**src/rtl/wb_gain_pkg.sv**
```systemverilog
package wb_gain_pkg;

  typedef enum logic [1:0] {
    MODE_AUTO = 2'b00,
    MODE_FIX1 = 2'b01,
    MODE_FIX2 = 2'b10,
    MODE_FIX3 = 2'b11
  } wbMode_e;

  typedef enum logic [1:0] {
    FILT_AVG4 = 2'b00,
    FILT_AVG2 = 2'b01,
    FILT_RAW  = 2'b10,
    FILT_RAW2 = 2'b11
  } wbFilt_e;

  // Control to datapath strobes
  typedef struct packed {
    logic              load;
    logic              step;
    logic signed [2:0] dR;
    logic signed [2:0] dB;
  } wbStrobe_t;

  localparam int SIDE_R = 0;
  localparam int SIDE_B = 1;
  localparam int NUM_SIDES = 2;
  localparam int NUM_CH = 2;

endpackage

```
**src/rtl/wb_meas_filter.sv**
```systemverilog
module wb_meas_filter
  import wb_gain_pkg::*;
#(
  parameter int MEAS_W = 8
) (
  input  logic                     clk,
  input  logic                     rstN,
  input  logic                     fieldSync,
  input  logic [1:0]               filtSel,
  input  logic signed [MEAS_W-1:0] measI,
  input  logic signed [MEAS_W-1:0] measQ,
  output logic signed [MEAS_W-1:0] filtI,
  output logic signed [MEAS_W-1:0] filtQ,
  output logic [MEAS_W:0]          magI,
  output logic [MEAS_W:0]          magQ
);

  localparam int DEPTH = 3;
  localparam int SUM_W = MEAS_W + 2;
  localparam int MAG_W = MEAS_W + 1;

  logic signed [MEAS_W-1:0] rawCh [NUM_CH];
  logic signed [MEAS_W-1:0] outCh [NUM_CH];
  logic [MAG_W-1:0]         magCh [NUM_CH];

  assign rawCh[0] = measI;
  assign rawCh[1] = measQ;

  for (genvar c = 0; c < NUM_CH; c++) begin : gChan
    logic signed [MEAS_W-1:0] hist [DEPTH];
    logic signed [SUM_W-1:0]  sumTwo;
    logic signed [SUM_W-1:0]  sumFour;
    logic signed [SUM_W-1:0]  picked;
    logic signed [MAG_W-1:0]  wide;

    always_ff @(posedge clk or negedge rstN) begin
      if (!rstN) begin
        for (int k = 0; k < DEPTH; k++) hist[k] <= '0;
      end else if (fieldSync) begin
        hist[0] <= rawCh[c];
        for (int k = 1; k < DEPTH; k++) hist[k] <= hist[k-1];
      end
    end

    always_comb begin
      sumTwo  = SUM_W'(rawCh[c]) + SUM_W'(hist[0]);
      sumFour = sumTwo + SUM_W'(hist[1]) + SUM_W'(hist[2]);
      case (filtSel)
        FILT_AVG4: picked = sumFour >>> 2;
        FILT_AVG2: picked = sumTwo >>> 1;
        default:   picked = SUM_W'(rawCh[c]);
      endcase
    end

    assign outCh[c] = MEAS_W'(picked);
    assign wide     = MAG_W'(outCh[c]);
    assign magCh[c] = wide[MAG_W-1] ? MAG_W'(-wide) : MAG_W'(wide);
  end

  assign filtI = outCh[0];
  assign filtQ = outCh[1];
  assign magI  = magCh[0];
  assign magQ  = magCh[1];

endmodule

```
**src/rtl/wb_gain_ctrl.sv**
```systemverilog
module wb_gain_ctrl
  import wb_gain_pkg::*;
#(
  parameter int MEAS_W   = 8,
  parameter int INNER_W  = 4,
  parameter int OUTER_W  = 7,
  parameter int PERIOD_W = 8
) (
  input  logic                     clk,
  input  logic                     rstN,
  input  logic                     fieldSync,
  input  logic [1:0]               modeSel,
  input  logic signed [MEAS_W-1:0] filtI,
  input  logic signed [MEAS_W-1:0] filtQ,
  input  logic [MEAS_W:0]          magI,
  input  logic [MEAS_W:0]          magQ,
  input  logic [INNER_W-1:0]       innerI,
  input  logic [INNER_W-1:0]       innerQ,
  input  logic [OUTER_W-1:0]       outerI,
  input  logic [OUTER_W-1:0]       outerQ,
  input  logic [PERIOD_W-1:0]      stepPeriod,
  output wbStrobe_t                strb,
  output logic                     converged
);

  localparam int MAG_W = MEAS_W + 1;
  localparam int CNT_W = PERIOD_W + 1;

  logic                primed;
  logic [1:0]          prevMode;
  logic [PERIOD_W-1:0] fieldCnt;
  logic                conv;

  logic modeChange, loadNow, periodHit;
  logic insideInner, beyondOuter, inZone, evalField, stepNow;
  logic signed [2:0] signI, signQ;

  assign modeChange = !primed || (modeSel != prevMode);
  assign loadNow    = modeChange || (modeSel != MODE_AUTO);
  assign periodHit  = (CNT_W'(fieldCnt) + CNT_W'(1)) >= CNT_W'(stepPeriod);

  assign insideInner = (magI < MAG_W'(innerI)) && (magQ < MAG_W'(innerQ));
  assign beyondOuter = (magI > MAG_W'(outerI)) || (magQ > MAG_W'(outerQ));
  assign inZone      = conv ? !beyondOuter : insideInner;

  assign evalField = fieldSync && !loadNow && periodHit;
  assign stepNow   = evalField && !inZone;

  always_comb begin
    if (filtI[MEAS_W-1])  signI = -3'sd1;
    else if (|filtI)      signI = 3'sd1;
    else                  signI = 3'sd0;
    if (filtQ[MEAS_W-1])  signQ = -3'sd1;
    else if (|filtQ)      signQ = 3'sd1;
    else                  signQ = 3'sd0;
  end

  always_comb begin
    strb.load = loadNow;
    strb.step = stepNow;
    strb.dR   = -signI;
    strb.dB   = signI - signQ;
  end

  always_ff @(posedge clk or negedge rstN) begin
    if (!rstN) begin
      primed   <= 1'b0;
      prevMode <= MODE_AUTO;
      fieldCnt <= '0;
      conv     <= 1'b0;
    end else begin
      primed   <= 1'b1;
      prevMode <= modeSel;
      if (loadNow) begin
        fieldCnt <= '0;
        conv     <= 1'b0;
      end else if (fieldSync) begin
        if (periodHit) begin
          fieldCnt <= '0;
          conv     <= inZone;
        end else begin
          fieldCnt <= fieldCnt + 1'b1;
        end
      end
    end
  end

  assign converged = conv;


  step_on_field_chk: assert property (@(posedge clk) disable iff (!rstN)
    strb.step |-> fieldSync);


  step_clears_conv_chk: assert property (@(posedge clk) disable iff (!rstN)
    strb.step |=> !converged);


  fixed_no_conv_chk: assert property (@(posedge clk) disable iff (!rstN)
    (modeSel != MODE_AUTO) |=> !converged);


  conv_hold_chk: assert property (@(posedge clk) disable iff (!rstN)
    (!fieldSync && !strb.load) |=> $stable(converged));


  conv_rise_chk: assert property (@(posedge clk) disable iff (!rstN)
    $rose(converged) |-> $past(fieldSync));

endmodule

```
**src/rtl/wb_gain_dp.sv**
```systemverilog
module wb_gain_dp
  import wb_gain_pkg::*;
#(
  parameter int FIELD_W = 8
) (
  input  logic               clk,
  input  logic               rstN,
  input  wbStrobe_t          strb,
  input  logic [1:0]         modeSel,
  input  logic               swapRB,
  input  logic [FIELD_W-1:0] maxR,
  input  logic [FIELD_W-1:0] minR,
  input  logic [FIELD_W-1:0] maxB,
  input  logic [FIELD_W-1:0] minB,
  input  logic [FIELD_W-1:0] presetR1,
  input  logic [FIELD_W-1:0] presetB1,
  input  logic [FIELD_W-1:0] presetR2,
  input  logic [FIELD_W-1:0] presetB2,
  input  logic [FIELD_W-1:0] presetR3,
  input  logic [FIELD_W-1:0] presetB3,
  output logic [FIELD_W:0]   gainR,
  output logic [FIELD_W:0]   gainB
);

  localparam int GAIN_W = FIELD_W + 1;
  localparam int CALC_W = GAIN_W + 2;

  logic [GAIN_W-1:0]  hiLim  [NUM_SIDES];
  logic [GAIN_W-1:0]  loLim  [NUM_SIDES];
  logic [GAIN_W-1:0]  preVal [NUM_SIDES];
  logic [GAIN_W-1:0]  gain   [NUM_SIDES];
  logic signed [2:0]  delta  [NUM_SIDES];

  always_comb begin
    hiLim[SIDE_R] = {maxR, 1'b1};
    loLim[SIDE_R] = {minR, 1'b1};
    hiLim[SIDE_B] = {maxB, 1'b1};
    loLim[SIDE_B] = {minB, 1'b1};
    delta[SIDE_R] = strb.dR;
    delta[SIDE_B] = strb.dB;
    case (modeSel)
      MODE_FIX1: begin preVal[SIDE_R] = {1'b0, presetR1}; preVal[SIDE_B] = {1'b0, presetB1}; end
      MODE_FIX2: begin preVal[SIDE_R] = {1'b0, presetR2}; preVal[SIDE_B] = {1'b0, presetB2}; end
      MODE_FIX3: begin preVal[SIDE_R] = {1'b0, presetR3}; preVal[SIDE_B] = {1'b0, presetB3}; end
      default:   begin preVal[SIDE_R] = '0;               preVal[SIDE_B] = '0;               end
    endcase
  end

  for (genvar s = 0; s < NUM_SIDES; s++) begin : gSide
    logic [GAIN_W-1:0]        midVal;
    logic [GAIN_W-1:0]        seedVal;
    logic signed [CALC_W-1:0] trial;
    logic [GAIN_W-1:0]        clamped;

    assign midVal  = GAIN_W'(({1'b0, hiLim[s]} + {1'b0, loLim[s]}) >> 1);
    assign seedVal = (modeSel == MODE_AUTO) ? midVal : preVal[s];
    assign trial   = $signed({2'b00, gain[s]}) + CALC_W'(delta[s]);

    always_comb begin
      if (trial < $signed({2'b00, loLim[s]}))      clamped = loLim[s];
      else if (trial > $signed({2'b00, hiLim[s]})) clamped = hiLim[s];
      else                                         clamped = GAIN_W'(trial);
    end

    always_ff @(posedge clk or negedge rstN) begin
      if (!rstN)          gain[s] <= '0;
      else if (strb.load) gain[s] <= seedVal;
      else if (strb.step) gain[s] <= clamped;
    end


    gain_hold_chk: assert property (@(posedge clk) disable iff (!rstN)
      (!strb.load && !strb.step) |=> $stable(gain[s]));


    gain_limit_chk: assert property (@(posedge clk) disable iff (!rstN)
      (strb.step && (loLim[s] <= hiLim[s])) |=>
        ((gain[s] <= $past(hiLim[s])) && (gain[s] >= $past(loLim[s]))));
  end

  assign gainR = swapRB ? gain[SIDE_B] : gain[SIDE_R];
  assign gainB = swapRB ? gain[SIDE_R] : gain[SIDE_B];

endmodule

```
**src/rtl/wb_gain_loop.sv**
```systemverilog
module wb_gain_loop
  import wb_gain_pkg::*;
#(
  parameter int MEAS_W   = 8,
  parameter int FIELD_W  = 8,
  parameter int INNER_W  = 4,
  parameter int OUTER_W  = 7,
  parameter int PERIOD_W = 8
) (
  input  logic                     clk,
  input  logic                     rstN,
  input  logic                     fieldSync,
  input  logic signed [MEAS_W-1:0] measI,
  input  logic signed [MEAS_W-1:0] measQ,
  input  logic [1:0]               modeSel,
  input  logic [1:0]               filtSel,
  input  logic                     swapRB,
  input  logic [INNER_W-1:0]       innerI,
  input  logic [INNER_W-1:0]       innerQ,
  input  logic [OUTER_W-1:0]       outerI,
  input  logic [OUTER_W-1:0]       outerQ,
  input  logic [PERIOD_W-1:0]      stepPeriod,
  input  logic [FIELD_W-1:0]       maxR,
  input  logic [FIELD_W-1:0]       minR,
  input  logic [FIELD_W-1:0]       maxB,
  input  logic [FIELD_W-1:0]       minB,
  input  logic [FIELD_W-1:0]       presetR1,
  input  logic [FIELD_W-1:0]       presetB1,
  input  logic [FIELD_W-1:0]       presetR2,
  input  logic [FIELD_W-1:0]       presetB2,
  input  logic [FIELD_W-1:0]       presetR3,
  input  logic [FIELD_W-1:0]       presetB3,
  output logic [FIELD_W:0]         gainR,
  output logic [FIELD_W:0]         gainB,
  output logic                     converged
);

  logic signed [MEAS_W-1:0] filtI, filtQ;
  logic [MEAS_W:0]          magI, magQ;
  wbStrobe_t                strb;

  wb_meas_filter #(.MEAS_W(MEAS_W)) uFilter (
    .clk(clk), .rstN(rstN), .fieldSync(fieldSync), .filtSel(filtSel),
    .measI(measI), .measQ(measQ),
    .filtI(filtI), .filtQ(filtQ), .magI(magI), .magQ(magQ)
  );

  wb_gain_ctrl #(
    .MEAS_W(MEAS_W), .INNER_W(INNER_W), .OUTER_W(OUTER_W), .PERIOD_W(PERIOD_W)
  ) uCtrl (
    .clk(clk), .rstN(rstN), .fieldSync(fieldSync), .modeSel(modeSel),
    .filtI(filtI), .filtQ(filtQ), .magI(magI), .magQ(magQ),
    .innerI(innerI), .innerQ(innerQ), .outerI(outerI), .outerQ(outerQ),
    .stepPeriod(stepPeriod), .strb(strb), .converged(converged)
  );

  wb_gain_dp #(.FIELD_W(FIELD_W)) uDp (
    .clk(clk), .rstN(rstN), .strb(strb), .modeSel(modeSel), .swapRB(swapRB),
    .maxR(maxR), .minR(minR), .maxB(maxB), .minB(minB),
    .presetR1(presetR1), .presetB1(presetB1),
    .presetR2(presetR2), .presetB2(presetB2),
    .presetR3(presetR3), .presetB3(presetB3),
    .gainR(gainR), .gainB(gainB)
  );

endmodule

```
**config.mk**
```make
export PLATFORM = sky130hd
export DESIGN_NAME = wb_gain_loop
export DESIGN_NICKNAME = d
export VERILOG_FILES = /design/src/rtl/wb_gain_pkg.sv /design/src/rtl/wb_meas_filter.sv /design/src/rtl/wb_gain_ctrl.sv /design/src/rtl/wb_gain_dp.sv /design/src/rtl/wb_gain_loop.sv
export SDC_FILE = /design/constraint.sdc
export NUM_CORES = 1
export LEC_CHECK = 0
export BUFFER_PORTS_ARGS = -buffer_cell sky130_fd_sc_hd__buf_2
export CORE_MARGIN = 4
export CORE_UTILIZATION = 38
export CTS_CLUSTER_SIZE = 25
export DETAILED_ROUTE_END_ITERATION = 16
export SLEW_MARGIN = 15
export SYNTH_ARGS = -nofsm -noshare
export SYNTH_HDL_FRONTEND = slang
export SYNTH_SLANG_ARGS = --single-unit
```
**constraint.sdc**
```tcl
create_clock -name clk -period 11.2 [get_ports clk]
set_input_delay 2.24 -clock clk [delete_from_list [all_inputs] [get_ports clk]]
set_output_delay 2.24 -clock clk [all_outputs]
set_load 0.01 [all_outputs]
```
-- Word-level counts from Yosys, hierarchy flattened
Cells that the tools add are included.
- flip-flop bits (word level): 78
- input bits: 134
- add/subtract/negate cells: 16
- order comparisons: 9
- eq/ne operators: 5
- muxes and demuxes: 28
- reduce and logical (&&, ||, !) cells: 20
- operator list (cell ; number):
    2-to-1 mux 9 bit ; 14
    case mux 17 bit (3 select lines) ; 1
    case mux 8 bit (2 select lines) ; 2
    2-to-1 mux 8 bit ; 3
    adder 10 x 3 -> 11 bit ; 2
    greater-than comparator 11 x 10 -> 1 bit ; 2
    < comparator 11 x 10 -> 1 bit ; 2
    adder 10 x 8 -> 10 bit ; 2
    adder 9 x 8 -> 10 bit ; 2
    adder 9 x 9 -> 10 bit ; 2
    adder 8 x 8 -> 9 bit ; 2
    greater-than comparator 9 x 7 -> 1 bit ; 2
    < comparator 9 x 4 -> 1 bit ; 2
    negator 8 -> 9 bit ; 2
    OR reduction 8 bit ; 2
    adder 8 x 1 -> 9 bit (second input constant) ; 1
    greater-or-equal comparator 9 x 8 -> 1 bit ; 1
    adder 8 x 1 -> 8 bit (second input constant) ; 1
    nonzero test 2 bit ; 4
    2-to-1 mux 1 bit ; 6
    2-to-1 mux 3 bit ; 2
    == test 2 x 1 -> 1 bit (second input constant) ; 2
    == test 2 bit (second input constant) ; 2
    logical AND 1 bit ; 4
    7 further kinds ; 13

-- Depth between registers and ports, before layout
Gate-level depths: netlist of run 1.
- depth in word-level cells: 14
- mapped depth: 41
- depth with buffers taken out: 40

-- Hierarchy
Synthesis of run 1 repeated with hierarchy kept, for this count alone.
- cells, all modules: 1104
- area, all modules: 9964.6 µm²
- modules (own cells, without submodules) (module ; times used ; cells an instance ; area each (µm²)):
    wb_gain_dp ; 1 ; 509 ; 4352.9
    wb_meas_filter ; 1 ; 406 ; 4096.4
    wb_gain_ctrl ; 1 ; 189 ; 1515.2

-- Least setup slack after synthesis of run 1
OpenSTA, ideal clock, no wires.
- path kind: input port to flip-flop
- start: input port measI[0]
- end: register uDp.gain[6] (netlist bit)
- library setup time: 0.125 ns
- arrival: 9.712 ns
- required time: 11.075 ns
- setup slack: 1.363 ns
- stages: 37
- buffers on the path: 1
- cell sequence: ha_1 > inv_1 > fa_1 > nor2b_1 > o21a_1 > nor3_1 > or2_2 > fa_1 > inv_1 > ha_1 > or2_2 > nand4_1 > mux2i_1 > nor4b_2 > nand2b_1 > nor2_1 > nand3_1 > inv_1 > ha_1 > fa_1 > ha_1 > or3_1 > o21ai_0 > a31oi_1 > xnor2_1 > ha_1 > a211oi_1 > o221a_2 > a221o_1 > nand3_1 > a21boi_0 > o22a_1 > clkbuf_1 > mux2_2 > o22ai_1 > nor2_1 > mux2_4
- word-level cells in the longest chain between the ends: 14
- elaborated cells on any way between the ends: 26
- those cells by class: add/sub: 6; order compare: 4; mux: 9; reduce/logical: 7
- ends and longest elaborated chain (element ; line ; RTL):
    start, declared ; wb_gain_loop.sv:13 ; input logic signed [MEAS_W-1:0] measI,
    adder 8 x 8 -> 9 bit ; wb_meas_filter.sv:46 ; sumTwo = SUM_W'(rawCh[c]) + SUM_W'(hist[0]);
    adder 9 x 8 -> 10 bit ; wb_meas_filter.sv:47 ; sumFour = sumTwo + SUM_W'(hist[1]) + SUM_W'(hist[2]);
    adder 10 x 8 -> 10 bit ; wb_meas_filter.sv:47 ;
    case mux 8 bit (2 select lines) * ; wb_meas_filter.sv:48 ; case (filtSel)
    OR reduction 8 bit ; wb_gain_ctrl.sv:51 ; else if (|filtI) signI = 3'sd1;
    2-to-1 mux 1 bit ; wb_gain_ctrl.sv:51 ;
    2-to-1 mux 3 bit ; wb_gain_ctrl.sv:50 ; if (filtI[MEAS_W-1]) signI = -3'sd1;
    subtractor 3 bit ; wb_gain_ctrl.sv:62 ; strb.dB = signI - signQ;
    adder 10 x 3 -> 11 bit ; wb_gain_dp.sv:57 ; assign trial = $signed({2'b00, gain[s]}) + CALC_W'(delta[s]);
    greater-than comparator 11 x 10 -> 1 bit ; wb_gain_dp.sv:61 ; else if (trial > $signed({2'b00, hiLim[s]})) clamped = hiLim[s];
    2-to-1 mux 9 bit ; wb_gain_dp.sv:61 ;
    2-to-1 mux 9 bit ; wb_gain_dp.sv:60 ; if (trial < $signed({2'b00, loLim[s]})) clamped = loLim[s];
    2-to-1 mux 9 bit ; wb_gain_dp.sv:68 ; else if (strb.step) gain[s] <= clamped;
    2-to-1 mux 9 bit ; wb_gain_dp.sv:67 ; else if (strb.load) gain[s] <= seedVal;
    end signal, assigned by index ; wb_gain_dp.sv:67 ;
    end signal, assigned by index ; wb_gain_dp.sv:68 ;
    end, declared ; wb_gain_dp.sv:31 ; logic [GAIN_W-1:0] gain [NUM_SIDES];
Every way passes the cells marked *; elsewhere a longest branch is shown, timed or not. The select of a mux whose other input is x is not followed.
A chain may end at the register's enable or synchronous reset.

-- Worst setup path after layout of run 1
- start: input port measQ[0]
- end: register uDp.gain[6] (netlist bit)
- word-level cells in the longest chain between the ends: 14
- elaborated cells on any way between the ends: 26
- those cells by class: add/sub: 6; order compare: 4; mux: 9; reduce/logical: 7
- ends and longest elaborated chain (element ; line ; RTL):
    start, declared ; wb_gain_loop.sv:14 ; input logic signed [MEAS_W-1:0] measQ,
    adder 8 x 8 -> 9 bit ; wb_meas_filter.sv:46 ;
    adder 9 x 8 -> 10 bit ; wb_meas_filter.sv:47 ;
    adder 10 x 8 -> 10 bit ; wb_meas_filter.sv:47 ;
    case mux 8 bit (2 select lines) * ; wb_meas_filter.sv:48 ;
    OR reduction 8 bit ; wb_gain_ctrl.sv:54 ; else if (|filtQ) signQ = 3'sd1;
    2-to-1 mux 1 bit ; wb_gain_ctrl.sv:54 ;
    2-to-1 mux 3 bit ; wb_gain_ctrl.sv:53 ; if (filtQ[MEAS_W-1]) signQ = -3'sd1;
    subtractor 3 bit ; wb_gain_ctrl.sv:62 ;
    adder 10 x 3 -> 11 bit ; wb_gain_dp.sv:57 ;
    greater-than comparator 11 x 10 -> 1 bit ; wb_gain_dp.sv:61 ;
    2-to-1 mux 9 bit ; wb_gain_dp.sv:61 ;
    2-to-1 mux 9 bit ; wb_gain_dp.sv:60 ;
    2-to-1 mux 9 bit ; wb_gain_dp.sv:68 ;
    2-to-1 mux 9 bit ; wb_gain_dp.sv:67 ;
Marked as above.

==> impl_metrics.toml, run 1 <==
[run_status]
status = "completed"

[synthesis]
synth.avg_cell_area_um2 = 8.449
synth_seq_cells = 78
netlist.area_leader.share = 0.1983
synth_flop_cell = "dfrtp_1"
synthesis.nets = 1458
synth.top_cells.by_area = "dfrtp_1 20%, ha_1 17%, inv_1 6.3%, mux2_2 5.3%, fa_1 5.1%"
synth_top_area_cell = "dfrtp_1"
synthArstFlopShare = 1.000
syn_inst = 1165
synth_area_um2 = 9843
seq_area_frac_synth = 0.1983
yosys_warnings = 0
synth_edf_count = 0
synth.distinct_cells = 84

[cts]
cts.path.max_buffers = 2
root_buffer = "clkbuf_16"
path_clk_slew_ns = 0.07
tritoncts = "done"
cts.sinks = 78
hold_buffers = 0
numCtsBuffers = 9
cts_resized = 0
h-tree-depth = 3
clk-insertion-delay-late_ns = 0.35
post_cts_buffers = 0

[timing]
finalSetupTns_ns = 0
finalCritPeriodShare = 0.9239
final-hold-violation-count = 0
clock_skew_ns = 0.01332
finalSetupViolations = 0
slew_headroom = 0.4832
worst_pin_slew_ns = 0.7752
rsz0062_at_grt = "no"
min_period_ns = 10.35
max_freq_ghz = 0.09664
layout_setup_ws_ns = 0.8527
slew_viol_final = 0

[job]
cap_violations = 0

[detailed_routing]
first_pass_iters = 5
drt-vias-per-instance = 5.394
drtIter0Drc = 497
drt-total-wl_mm = 27.66
drc = 0
drt-wirelength-per-cell_um = 16.87
vias = 8840
drtAntennaViolNets = 0

[worst_setup_path]
end_kind = "flip-flop"
rrSetupSlack_ns = 2.50
cp-start-kind = "input port"
cp.required_ns = 11.44
worstSetupPathType = "in -> reg"
cpPeakStageDelay_ns = 0.59
cpMaxStageDelayCell = "fa_1"
crit_top_cell = "ha_1"
worst-path-max-fanout = 13
crit_arrival_ns = 10.58

[cells_and_area]
final_util = 0.4445
layout_common_cells = "165 x inv_1, 151 x buf_2, 134 x ha_1"
layout.area.seq_um2 = 1952
drive_gt1_frac = 0.1933
final_common_cell = "inv_1"
antenna_cells = 0
nFillCells = 2540
design_area_um2 = 11260
nets = 1597
multi_input_area_um2 = 7136
area_delta_synth_final_pct = 14.36

[floorplan]
die_x_um = 168.9
die_h_um = 168.9
initial_core_util = 0.3886
core.rowCount = 58
io_pins = 153
core_area_um2 = 25330
die_area_um2 = 28540

[global_route]
grt_pass1_wl_mm = 44.15
grt_max_degree = 81
track_usage = 0.1900
antenna_found_initial = 0
grt_pass1_vias = 8650
overflow = 0

[placed_design]
portBuffers = 152
hpwl_mm = 22.67
finalWeightedCongestion = 0.9732
place_ws_ns = 0.5995
place_area_um2 = 10920

[pwr]
power_per_cell_area_nw_per_um2 = 195.6
p_leak_nw = 5.660
ir_worst_vdd_v = 0.00008110

[hold_path]
min_path_type = "reg -> reg"
==> cell usage after synthesis, drive strengths merged, types with 6 or more instances <==
cell and instances:
a211oi 8, a21o 18, a21oi 78, a221oi 8, a31oi 8, a32o 7, and2 9, and3 10
buf 9, clkbuf 21, dfrtp 78, fa 25, ha 134, inv 165, mux2 51, mux2i 29
nand2 96, nand2b 17, nand3 19, nand4 8, nor2 55, nor2b 22, nor3 17, nor3b 6
o211ai 7, o21a 24, o21ai 79, o221ai 12, o22ai 9, o31a 7, or2 7, or3 7
xnor2 36, xor2 18
==> routing by layer <==
metal  global-route usage  part of all wire
met5                    0                 0
met4              0.04658             0.016
met3              0.02709             0.062
met2               0.3111              0.45
met1               0.2651              0.47
==> cell type report <==
class,instances,area share
sequential,78,0.1734
multi-input combinational,892,0.6339
inverter,165,0.05502
clock inverter,5,0.005002
clock buffer,11,0.02245
timing repair buffer,158,0.07358
tap,330,0.03668
==> worst max-delay path: cells and delay by family <==
family | cells | cell delay [ns]
mux | 2 | 0.65
xor+xnor | 1 | 0.15
buf+inv | 3 | 0.23
compound gates | 15 | 3.15
fa+ha+maj | 8 | 2.69
simple gates | 10 | 1.44
==> metrics by stage <==
| step | cells | power [mW] | hold WS, ns |
|---|---|---|---|
| after floorplan | 1165 | 1.528 | 0.4498 |
| after global placement | 1622 | 1.864 | 0.4593 |
| after detailed placement | 1622 | 1.874 | 0.4706 |
| after CTS | 1638 | 2.199 | 0.4834 |
| after global routing | 1639 | 2.420 | 0.5017 |
| final | 1639 | 2.201 | 0.4775 |
==> kinds of logic after synthesis <==
kind of cell,share of synthesized area
flip-flops,0.1983
other,0.0003810
adder cells (fa/ha/maj),0.2212
AO/OA/AOI/OAI,0.2088
multiplexers,0.1014
buffers and inverters,0.07678
XOR/XNOR,0.04881
AND/OR/NAND/NOR,0.1443
==> registers in the layout, summed over array words and instances, names as in the netlist <==
| register | cells |
|---|---|
| uCtrl.fieldCnt | 8 |
| uCtrl.prevMode | 2 |
| uFilter.gChan.hist | 48 |
| uCtrl.converged | 1 |
| uDp.gain | 18 |
| uCtrl.primed | 1 |
==> power breakdown <==
| group | switching, mW | internal [mW] |
|---|---|---|
| sequential | 0.0257 | 0.313 |
| combinational | 0.878 | 0.675 |
| clock | 0.125 | 0.185 |
==> final timing paths <==
check,from,endpoint,depth (start not counted)
hold reg to reg,uFilter.gChan[1].hist[10],uFilter.gChan[1].hist[2],2
setup / recovery,measQ[0],uDp.gain[6],39
hold / removal,uFilter.gChan[1].hist[10],uFilter.gChan[1].hist[2],2
min in group asynchronous,rstN,uFilter.gChan[0].hist[16],1
max in group asynchronous,rstN,uFilter.gChan[1].hist[10],2
setup reg to reg,uFilter.gChan[1].hist[17],uDp.gain[6],35
No activity file was read; power rests on OpenSTA's default activity.
==> inputs of run 2 (changes only) <==
--- a/config.mk
+++ b/config.mk
@@ -6,7 +6,7 @@
 export NUM_CORES = 1
 export LEC_CHECK = 0
 export BUFFER_PORTS_ARGS = -buffer_cell sky130_fd_sc_hd__buf_2
-export CORE_MARGIN = 4
+export CORE_MARGIN = 5
 export CORE_UTILIZATION = 38
 export CTS_CLUSTER_SIZE = 25
 export DETAILED_ROUTE_END_ITERATION = 16
==> constraint.sdc (replaced) <==
create_clock -name clk -period 10.79 [get_ports clk]
set_input_delay 2.158 -clock clk [delete_from_list [all_inputs] [get_ports clk]]
set_output_delay 2.158 -clock clk [all_outputs]
set_load 0.01 [all_outputs]
==> run 2 against run 1 <==
Worst hold slack better by 0.0012 ns. Cell count up 0.37%. Worst setup slack worse by 0.23 ns. Utilization fell by 0.89 points. Clock-buffer cell count fell by 2. Sequential share of layout area grew 0.054 points. Critical path depth shrank 1. Flip-flop and latch count is the same. Wire length about the same. Total power increased by 2.5%. Non-clock buffer count rose by 1. Cell area decreased by 0.31%. Highest routed layer unchanged.
==> impl_metrics.toml, run 2 (same netlist as run 1, synthesis figures left out) <==
[run_status]
status = "completed"

[cells_and_area]
largest_reg_flops = 48
finalNonFillerCells = 1645
layout_common_cells = "165 x inv_1, 151 x buf_2, 134 x ha_1"
antenna_cells = 0
final_common_cell = "inv_1"
top_register = "uFilter.gChan.hist"
area_delta_synth_final_pct = 14.01
nets = 1598
nFillCells = 2631
drive_gt1_frac = 0.1939
reg_top3 = "uFilter.gChan.hist x48, uDp.gain x18, uCtrl.fieldCnt x8"

[global_route]
overflow = 0
track_usage = 0.1900
grt_pass1_wl_mm = 45.04
grt_pass1_vias = 8716
antenna_found_initial = 0
grt_max_degree = 79

[floorplan]
die_h_um = 170.9
core_area_um2 = 25760
core.rowCount = 59
die_area_um2 = 29220
io_pins = 153
die_x_um = 170.9
initial_core_util = 0.3821

[job]
cap_violations = 0

[detailed_routing]
drtIter0Drc = 572
drtAntennaViolNets = 0
drc = 0
drt-total-wl_mm = 27.67
drt-wirelength-per-cell_um = 16.82
first_pass_iters = 7
drt-vias-per-instance = 5.333
vias = 8772

[worst_setup_path]
rr_worst_depth = 36
cp.required_ns = 11.02
timing.rr.end = "uDp.gain[5]"
cpPeakStageDelay_ns = 0.49
cpMaxStageDelayCell = "fa_1"
crit_top_cell = "ha_1"
reg2reg_from = "uFilter.gChan[0].hist[16]"
critPathCapture = "uDp.gain[5]"
cp-startpoint = "measQ[0]"
worstSetupPathType = "in -> reg"
rrSetupSlack_ns = 2.19
worst-path-max-fanout = 11
end_kind = "flip-flop"
cp-start-kind = "input port"
crit_arrival_ns = 10.40

[pwr]
power_per_cell_area_nw_per_um2 = 201.0
power_mw = 2.256
p_leak_nw = 5.643
ir_worst_vdd_v = 0.00009478

[timing]
final-hold-violation-count = 0
finalSetupTns_ns = 0
slew_headroom = 0.3182
finalCritPeriodShare = 0.9419
slew_viol_final = 0
clock_skew_ns = 0.01187
rsz0062_at_grt = "no"
finalSetupViolations = 0
max_freq_ghz = 0.09840
min_period_ns = 10.16
worst_pin_slew_ns = 1.023

[hold_path]
min_path_type = "reg -> reg"
worstHoldPathCells = 2

[cts]
root_buffer = "clkbuf_16"
hold_buffers = 0
path_clk_slew_ns = 0.06
post_cts_buffers = 0
cts.path.max_buffers = 2
numCtsBuffers = 9
cts.sinks = 78
clk-insertion-delay-late_ns = 0.35
tritoncts = "done"
cts_resized = 0
h-tree-depth = 3

[placed_design]
placedCellCount = 1629
finalWeightedCongestion = 0.9656
hpwl_mm = 22.89
portBuffers = 152
run 2: cell types whose count changed in the layout (fill, tap and decap cells not counted), sizes merged:
cell / change
bufinv: -1
inv: +2
clkinv: +1
clkbuf: -2
buf: +1
run 2: routing by layer:
| metal | up-vias | track usage | wire (µm) |
|---|---|---|---|
| met5 | - | 0 | 0 |
| met2 | 276 | 0.3138 | 12570 |
| met1 | 4064 | 0.2644 | 12960 |
| met3 | 28 | 0.03281 | 1755 |
| met4 | 0 | 0.03617 | 383 |
| li1 | 4404 | - | - |
run 2: how the worst min path moves through the flow:
| stage | startpoint | slack [ns] | to |
|---|---|---|---|
| after floorplan | uFilter.gChan[0].hist[9] | 0.45 | uFilter.gChan[0].hist[1] |
| after global placement | uFilter.gChan[0].hist[14] | 0.46 | uFilter.gChan[0].hist[6] |
| after detailed placement | uFilter.gChan[0].hist[10] | 0.47 | uFilter.gChan[0].hist[2] |
| after CTS | uFilter.gChan[0].hist[14] | 0.48 | uFilter.gChan[0].hist[6] |
| after global routing | uFilter.gChan[0].hist[14] | 0.50 | uFilter.gChan[0].hist[6] |
| final | uFilter.gChan[1].hist[15] | 0.48 | uFilter.gChan[1].hist[7] |
run 2: critical path, delay by kind of cell:
kind                       cells  cell delay (ns)
xor gates and xnor gates       1             0.36
AOI/OAI and AO/OA             13             2.47
muxes                          2             0.62
buffers and inverters          4             0.44
adders and majority gates      8             2.55
and+or+nand+nor               10             1.75
run 2: final cells by class:
class,instances,area (µm²),area share
Clock buffer,9,225.2,0.02007
Clock inverter,7,55.05,0.004906
Inverter,165,619.3,0.05519
Multi-Input combinational cell,892,7136,0.6359
Sequential cell,78,1952,0.1739
Tap cell,335,419.2,0.03735
Timing Repair Buffer,159,815.8,0.07269
run 2: power breakdown:
group | switching (mW) | internal [mW]
Sequential | 0.0275 | 0.325
Combinational | 0.898 | 0.707
Clock | 0.140 | 0.159
run 2: stage by stage:
step	utilization	setup slack, ns	instance area [µm²]	hold slack (ns)
floorplan	-	1.035	9843	0.4498
global placement	0.4247	0.3998	10940	0.4584
detailed placement	0.4247	0.3762	10940	0.4693
CTS	0.4356	0.7013	11220	0.4826
global route	0.4356	0.01180	11220	0.5001
finish	0.4356	0.6271	11220	0.4787
